<file path="src/rtl/tge_pkg.sv">
package tge_pkg;
  localparam int unsigned DEF_BITS = 6;

  // number of AND pair terms feeding Gray bit j of a BITS-wide code
  function automatic int unsigned pair_terms(input int unsigned bits, input int unsigned j);
    return 1 << (bits - 2 - j);
  endfunction
endpackage

</file>
<file path="src/rtl/tge_capture.sv">
module tge_capture #(
  parameter int unsigned BITS = tge_pkg::DEF_BITS,
  localparam int unsigned TAPS = (1 << BITS) - 1
) (
  input  logic            clk,
  input  logic            rst,
  input  logic            strobe,
  input  logic [TAPS-1:0] therm_d,
  output logic [TAPS-1:0] therm_q,
  output logic            held_vld
);
  always_ff @(posedge clk) begin
    if (rst) begin
      therm_q  <= '0;
      held_vld <= 1'b0;
    end else begin
      held_vld <= strobe;
      if (strobe) therm_q <= therm_d;
    end
  end
endmodule

</file>
<file path="src/rtl/tge_gray_net.sv">
module tge_gray_net #(
  parameter int unsigned BITS = tge_pkg::DEF_BITS,
  localparam int unsigned TAPS = (1 << BITS) - 1
) (
  input  logic [TAPS-1:0] therm,
  output logic [BITS-1:0] gray
);
  // tap k lives at therm[k-1]
  assign gray[BITS-1] = therm[(1 << (BITS-1)) - 1];

  for (genvar j = 0; j < BITS - 1; j++) begin : g_bit
    localparam int unsigned STEP = 1 << j;
    localparam int unsigned NP   = tge_pkg::pair_terms(BITS, j);
    logic [NP-1:0] terms;
    for (genvar m = 0; m < NP; m++) begin : g_pair
      localparam int unsigned LO = (4*m + 1) * STEP;
      localparam int unsigned HI = (4*m + 3) * STEP;
      assign terms[m] = therm[LO-1] & ~therm[HI-1];
    end
    assign gray[j] = |terms;
  end
endmodule

</file>
<file path="src/rtl/tge_gray2bin.sv">
module tge_gray2bin #(
  parameter int unsigned BITS = tge_pkg::DEF_BITS
) (
  input  logic [BITS-1:0] gray,
  output logic [BITS-1:0] bin
);
  always_comb begin
    bin[BITS-1] = gray[BITS-1];
    for (int i = BITS - 2; i >= 0; i--) begin
      bin[i] = bin[i+1] ^ gray[i];
    end
  end
endmodule

</file>
<file path="src/rtl/therm_gray_enc.sv">
module therm_gray_enc #(
  parameter int unsigned BITS = tge_pkg::DEF_BITS,
  localparam int unsigned TAPS = (1 << BITS) - 1
) (
  input  logic            clk,
  input  logic            rst,
  input  logic            sample_en,
  input  logic [TAPS-1:0] therm_in,
  output logic [BITS-1:0] code_out,
  output logic            code_valid
);
  logic [TAPS-1:0] therm_q;
  logic            held_vld;
  logic [BITS-1:0] gray_w;
  logic [BITS-1:0] bin_w;

  tge_capture #(.BITS(BITS)) u_cap (
    .clk     (clk),
    .rst     (rst),
    .strobe  (sample_en),
    .therm_d (therm_in),
    .therm_q (therm_q),
    .held_vld(held_vld)
  );

  tge_gray_net #(.BITS(BITS)) u_net (
    .therm(therm_q),
    .gray (gray_w)
  );

  tge_gray2bin #(.BITS(BITS)) u_g2b (
    .gray(gray_w),
    .bin (bin_w)
  );

  always_ff @(posedge clk) begin
    if (rst) begin
      code_out   <= '0;
      code_valid <= 1'b0;
    end else begin
      code_valid <= held_vld;
      if (held_vld) code_out <= bin_w;
    end
  end
endmodule

</file>
<file path="config.mk">
export PLATFORM = sky130hd
export DESIGN_NAME = therm_gray_enc
export DESIGN_NICKNAME = d
export VERILOG_FILES = /design/src/rtl/tge_pkg.sv /design/src/rtl/tge_capture.sv /design/src/rtl/tge_gray_net.sv /design/src/rtl/tge_gray2bin.sv /design/src/rtl/therm_gray_enc.sv
export SDC_FILE = /design/constraint.sdc
export NUM_CORES = 1
export LEC_CHECK = 0
export BUFFER_PORTS_ARGS = -buffer_cell sky130_fd_sc_hd__buf_4
export CAP_MARGIN = 20
export CORE_MARGIN = 2
export CORE_UTILIZATION = 49
export CTS_BUF_LIST = sky130_fd_sc_hd__clkbuf_4 sky130_fd_sc_hd__clkbuf_8
export CTS_CLUSTER_SIZE = 24
export DETAILED_ROUTE_END_ITERATION = 10
export HOLD_SLACK_MARGIN = 0.15
export PLACE_DENSITY = 0.76
export SETUP_SLACK_MARGIN = 0.3
export SYNTH_ARGS = -nofsm -noshare
export SYNTH_HDL_FRONTEND = slang
export SYNTH_SLANG_ARGS = --single-unit
</file>
<file path="constraint.sdc">
create_clock -name clk -period 1.7 [get_ports clk]
set_input_delay 0 -clock clk [delete_from_list [all_inputs] [get_ports clk]]
set_output_delay 0 -clock clk [all_outputs]
set_load 0.02 [all_outputs]
</file>
## Word level (Yosys, flattened, before mapping)

Cells that the tools add are included.

| cells by class | value |
|---|---|
| add/sub/neg operators | 0 |
| $mul | 0 |
| div/mod/pow operators | 0 |
| order comparisons | 0 |
| eq/ne operators | 0 |
| shift operators | 0 |
| muxes and demuxes | 0 |
| bitwise logic cells | 67 |
| reduce and logical (&&, ||, !) cells | 4 |

Operators with widths:

| cell | count |
|---|---|
| 1-bit bitwise AND | 31 |
| 1-bit NOT | 31 |
| 16-bit OR reduction | 1 |
| 8-bit OR reduction | 1 |
| 1-bit XOR | 5 |
| 4-bit OR reduction | 1 |
| 2-bit OR reduction | 1 |

| storage, ports and cells | value |
|---|---|
| register bits | 71 |
| bits in latches | 0 |
| memory bits (writable) | 0 |
| bits in read-only memories | 0 |
| memories kept | 0 |

## Depth between registers and ports, before layout

| depth | value |
|---|---|
| depth after elaboration | 7 |
| depth in mapped cells | 6 |

## Hierarchy

A second synthesis with hierarchy kept.

| unflattened totals | value |
|---|---|
| cell total of the unflattened synthesis | 280 |
| area total of the unflattened synthesis | 2877.8 sq um |

Modules (own cells, without submodules):

| module | instances | cells an instance | area an instance (sq um) | seq. area each (sq um) |
|---|---|---|---|---|
| tge_capture | 1 | 205 | 2284.7 | 1281.2 |
| tge_gray_net | 1 | 46 | 260.2 | 0.0 |
| therm_gray_enc | 1 | 21 | 240.2 | 140.1 |
| tge_gray2bin | 1 | 8 | 92.6 | 0.0 |

## Least setup slack after synthesis

OpenSTA, ideal clock, no wires.

| path | value |
|---|---|
| path type | flip-flop to flip-flop |
| start | register u_cap.therm_q[15] |
| end | register code_out[0] |
| library setup time | 79 ps |
| arrival | 1623 ps |
| data required time | 1621 ps |
| slack | -3 ps |
| cell stages (with the launch flop) | 7 |
| buffers on the path | 0 |
| period minus slack after synthesis | 1703 ps |
| cell sequence | dfxtp_1 > nor2b_4 > xnor2_4 > xor2_2 > xnor3_2 > xor2_1 > a211oi_2 |

| on the way | value |
|---|---|
| word-level cells in the longest chain between the ends | 6 |

RTL lines:

| what | line | source |
|---|---|---|
| from (decl) | tge_capture.sv:9 | `output logic [TAPS-1:0] therm_q,` |
| from (signal assigned) | tge_capture.sv:18 | `if (strobe) therm_q <= therm_d;` |
| 1-bit bitwise AND | tge_gray_net.sv:18 | `assign terms[m] = therm[LO-1] & ~therm[HI-1];` |
| 1-bit XOR (5 in a row) | tge_gray2bin.sv:10 | `bin[i] = bin[i+1] ^ gray[i];` |
| to (signal assigned) | therm_gray_enc.sv:42 | `if (held_vld) code_out <= bin_w;` |
| to (decl) | therm_gray_enc.sv:9 | `output logic [BITS-1:0] code_out,` |

No other way between the ends.
A chain may end at the register's enable or synchronous reset.

## Final worst setup path

| path | value |
|---|---|
| start | register u_cap.therm_q[3] |
| end | register code_out[0] |

| on the way | value |
|---|---|
| word-level cells in the longest chain between the ends | 5 |

RTL lines:

| what | line | source |
|---|---|---|
| 1-bit bitwise AND | tge_gray_net.sv:18 |  |
| 4-bit OR reduction | tge_gray_net.sv:20 | `assign gray[j] = \|terms;` |
| 1-bit XOR (3 in a row) | tge_gray2bin.sv:10 |  |

No other way between the ends.

==> flow_summary.ini <==
[die]
rows = 27
ios = 73
initial_core_util = 0.5073
core_area_um2 = 5473
die_width_um = 79.28
floorplan.die_area_um2 = 6285
dieHeight_um = 79.28

[clocking]
htreeDepth = 3
cts_sinks = 71
clk_pin_slew_worst_paths_ns = 0.07
cts_root_buf = clkbuf_8
cts_buffers = 9
cts_tree = yes
clock_latency_ns = 0.33
clockBufferDepth = 2

[route]
routedWlPerCell_um = 13.95
drtPass1Iterations = 4
post-route-drc-count = 0
drtIter0Drc = 105
route.vias.total = 2372
final_antenna_net_count = 0
viasPerCell = 4.831
drt_wl_total_um = 6851

[power]
ir_drop_uv = 516.3
p_leak_nw = 1.968
power.total_w = 0.003695
power.density_nw_per_um2 = 875.7

[timing]
max_freq_mhz = 578.6
hold_viol = 0
relSlewSlack = 0.5180
fin_crit_ns = 1.728
drv_slew = 0
worst_slew_pin_slew_ns = 0.7230
period_share = 1.017
setup_viol = 2
rsz0062_at_grt = true
setup_slack_ns = -0.02838
setup_tns_ns = -0.04321
skew_ns = 0.004206

[critical_path]
cp.required_ns = 1.95
crit_path_cell_trace = inv_1, o22ai_1, a221oi_2, xnor3_2, xor2_1, a211oi_2
critical_path.max_fanout = 2
crit_arrival_ns = 1.98
worstSetupStartpointType = register
end_kind = register
r2r_cells = 6
reg2reg_setup_slack_ns = -0.03
crit_type = reg -> reg
slowest_delay_ns = 0.44
cpMaxStageDelayCell = xnor3_2

[yosys]
synth.distinct_cells = 21
yosys_warnings = 0
seq_area_frac_synth = 0.5119
syn_inst = 280
syn_area_um2 = 2776
ys_ff_latch = 71
syn_nets = 346
avgSynthCellArea_um2 = 9.916

[place]
port_buffers = 72
dpl.hpwl_um = 4194
place.gp.congestion = 0.7044
postPlaceCellArea_um2 = 3396

[layout]
nets = 482
area_growth_pct = 51.96
n_antenna_cell = 0
final_core_util = 0.7709
multi_input_area_um2 = 1192
final_area_um2 = 4219
drive_above_1_share = 0.2434
fillCellCount = 395
seqCellArea_um2 = 1424

[global_route]
grt_pass1_vias = 2389
grt_max_degree = 72
grt.total_usage = 0.2337
antenna_found_initial = 0
grt_pass1_wl_um = 11100
grt.overflow.total = 0

[hold_path]
hold_class = in -> reg
min_path_cells = 3

[run]
cap_violations = 0

[status]
outcome = finished with violations
failed_checks = negative setup slack
-- path summary, 6_finish.rpt --
check                                        end        startpoint
worst min register to register       code_out[3]       code_out[3]
worst max-delay path                 code_out[0]  u_cap.therm_q[3]
worst min-delay path            u_cap.therm_q[8]         sample_en
worst max register to register       code_out[0]  u_cap.therm_q[3]
-- placed cells by master, fill, tap and decap left out, drive strengths merged --
master,n
a211oi,5
a221oi,5
clkinv,1
dlygate4sd3,63
nand4,1
nor2b,3
xnor3,1
dfxtp,71
o22ai,10
nor2,69
or4,1
clkbuf,13
inv,30
xor2,2
xnor2,2
buf,78
mux2i,64
-- through the flow --
step	setup slack, ns	instances	hold slack [ns]
after floorplan	0.02322	280	0.1467
after global placement	-0.04441	413	0.2318
after detailed placement	-0.1079	413	0.2409
after CTS	-0.03601	491	0.1740
after global routing	-0.1206	491	0.1838
final	-0.02838	491	0.1819
-- registers in the layout, summed over array words and instances, names as in the netlist --
name,cells
code_valid,1
u_cap.therm_q,63
u_cap.held_vld,1
code_out,6
-- Yosys cell counts, drive strengths merged --
cell type   n  share of area
a211oi      5          0.015
a221oi      5          0.018
buf         6         0.0090
clkbuf     10          0.014
dfxtp      71           0.51
inv        30          0.041
mux2i      64           0.23
nand4       1         0.0023
nor2       69          0.093
nor2b       3         0.0095
o22ai      10          0.023
or4         1         0.0027
xnor2       2          0.013
xnor3       1         0.0086
xor2        2         0.0090
-- per-layer routing --
metal	global-route usage	part of all wire
met1	0.2784	0.44
met2	0.4068	0.50
met3	0.05682	0.041
met4	0.08793	0.020
met5	0	0
-- power breakdown --
group / switching [W] / total (W) / internal, W
combinational: 0.000270 / 0.000677 / 0.000407
clock: 0.000565 / 0.00119 / 0.000625
sequential: 0.0000619 / 0.00183 / 0.00177
total: 0.000897 / 0.00369 / 0.00280
-- critical path: cells and delay by family, from the launching register on --
kind                      cells  cell delay, ns
DFF                           1            0.31
AOI/OAI and AO/OA             3            0.68
buffers and inverters         1            0.05
xor gates and xnor gates      2            0.60
-- area by class of cell --
cell class | instances | area share
clock inverters | 1 | 0.001186
clock buffers | 13 | 0.03944
repair buffers | 141 | 0.2912
inverters | 30 | 0.02669
well taps | 72 | 0.02135
flip-flops and latches | 71 | 0.3375
multi-input cells | 163 | 0.2826
-- logic make-up (layout without fill, tap and decap cells) --
family,after synthesis,in the layout,share of synthesized area
flops,71,71,0.5119
simple gates,74,74,0.1077
compound gates,20,20,0.05588
mux,64,64,0.2307
xor+xnor,5,5,0.03065
buf+inv,46,185,0.06309
-- what timing repair did --
action                                  in CTS  in global routing
hold endpoints to repair                    63                  0
pin swaps                                    2                  2
hold buffers                                63                  0
buffers inserted                             1                  0
endpoints found under the setup margin       3                  3
resized for setup                            2                  1
No activity file was read; power rests on OpenSTA's default activity.
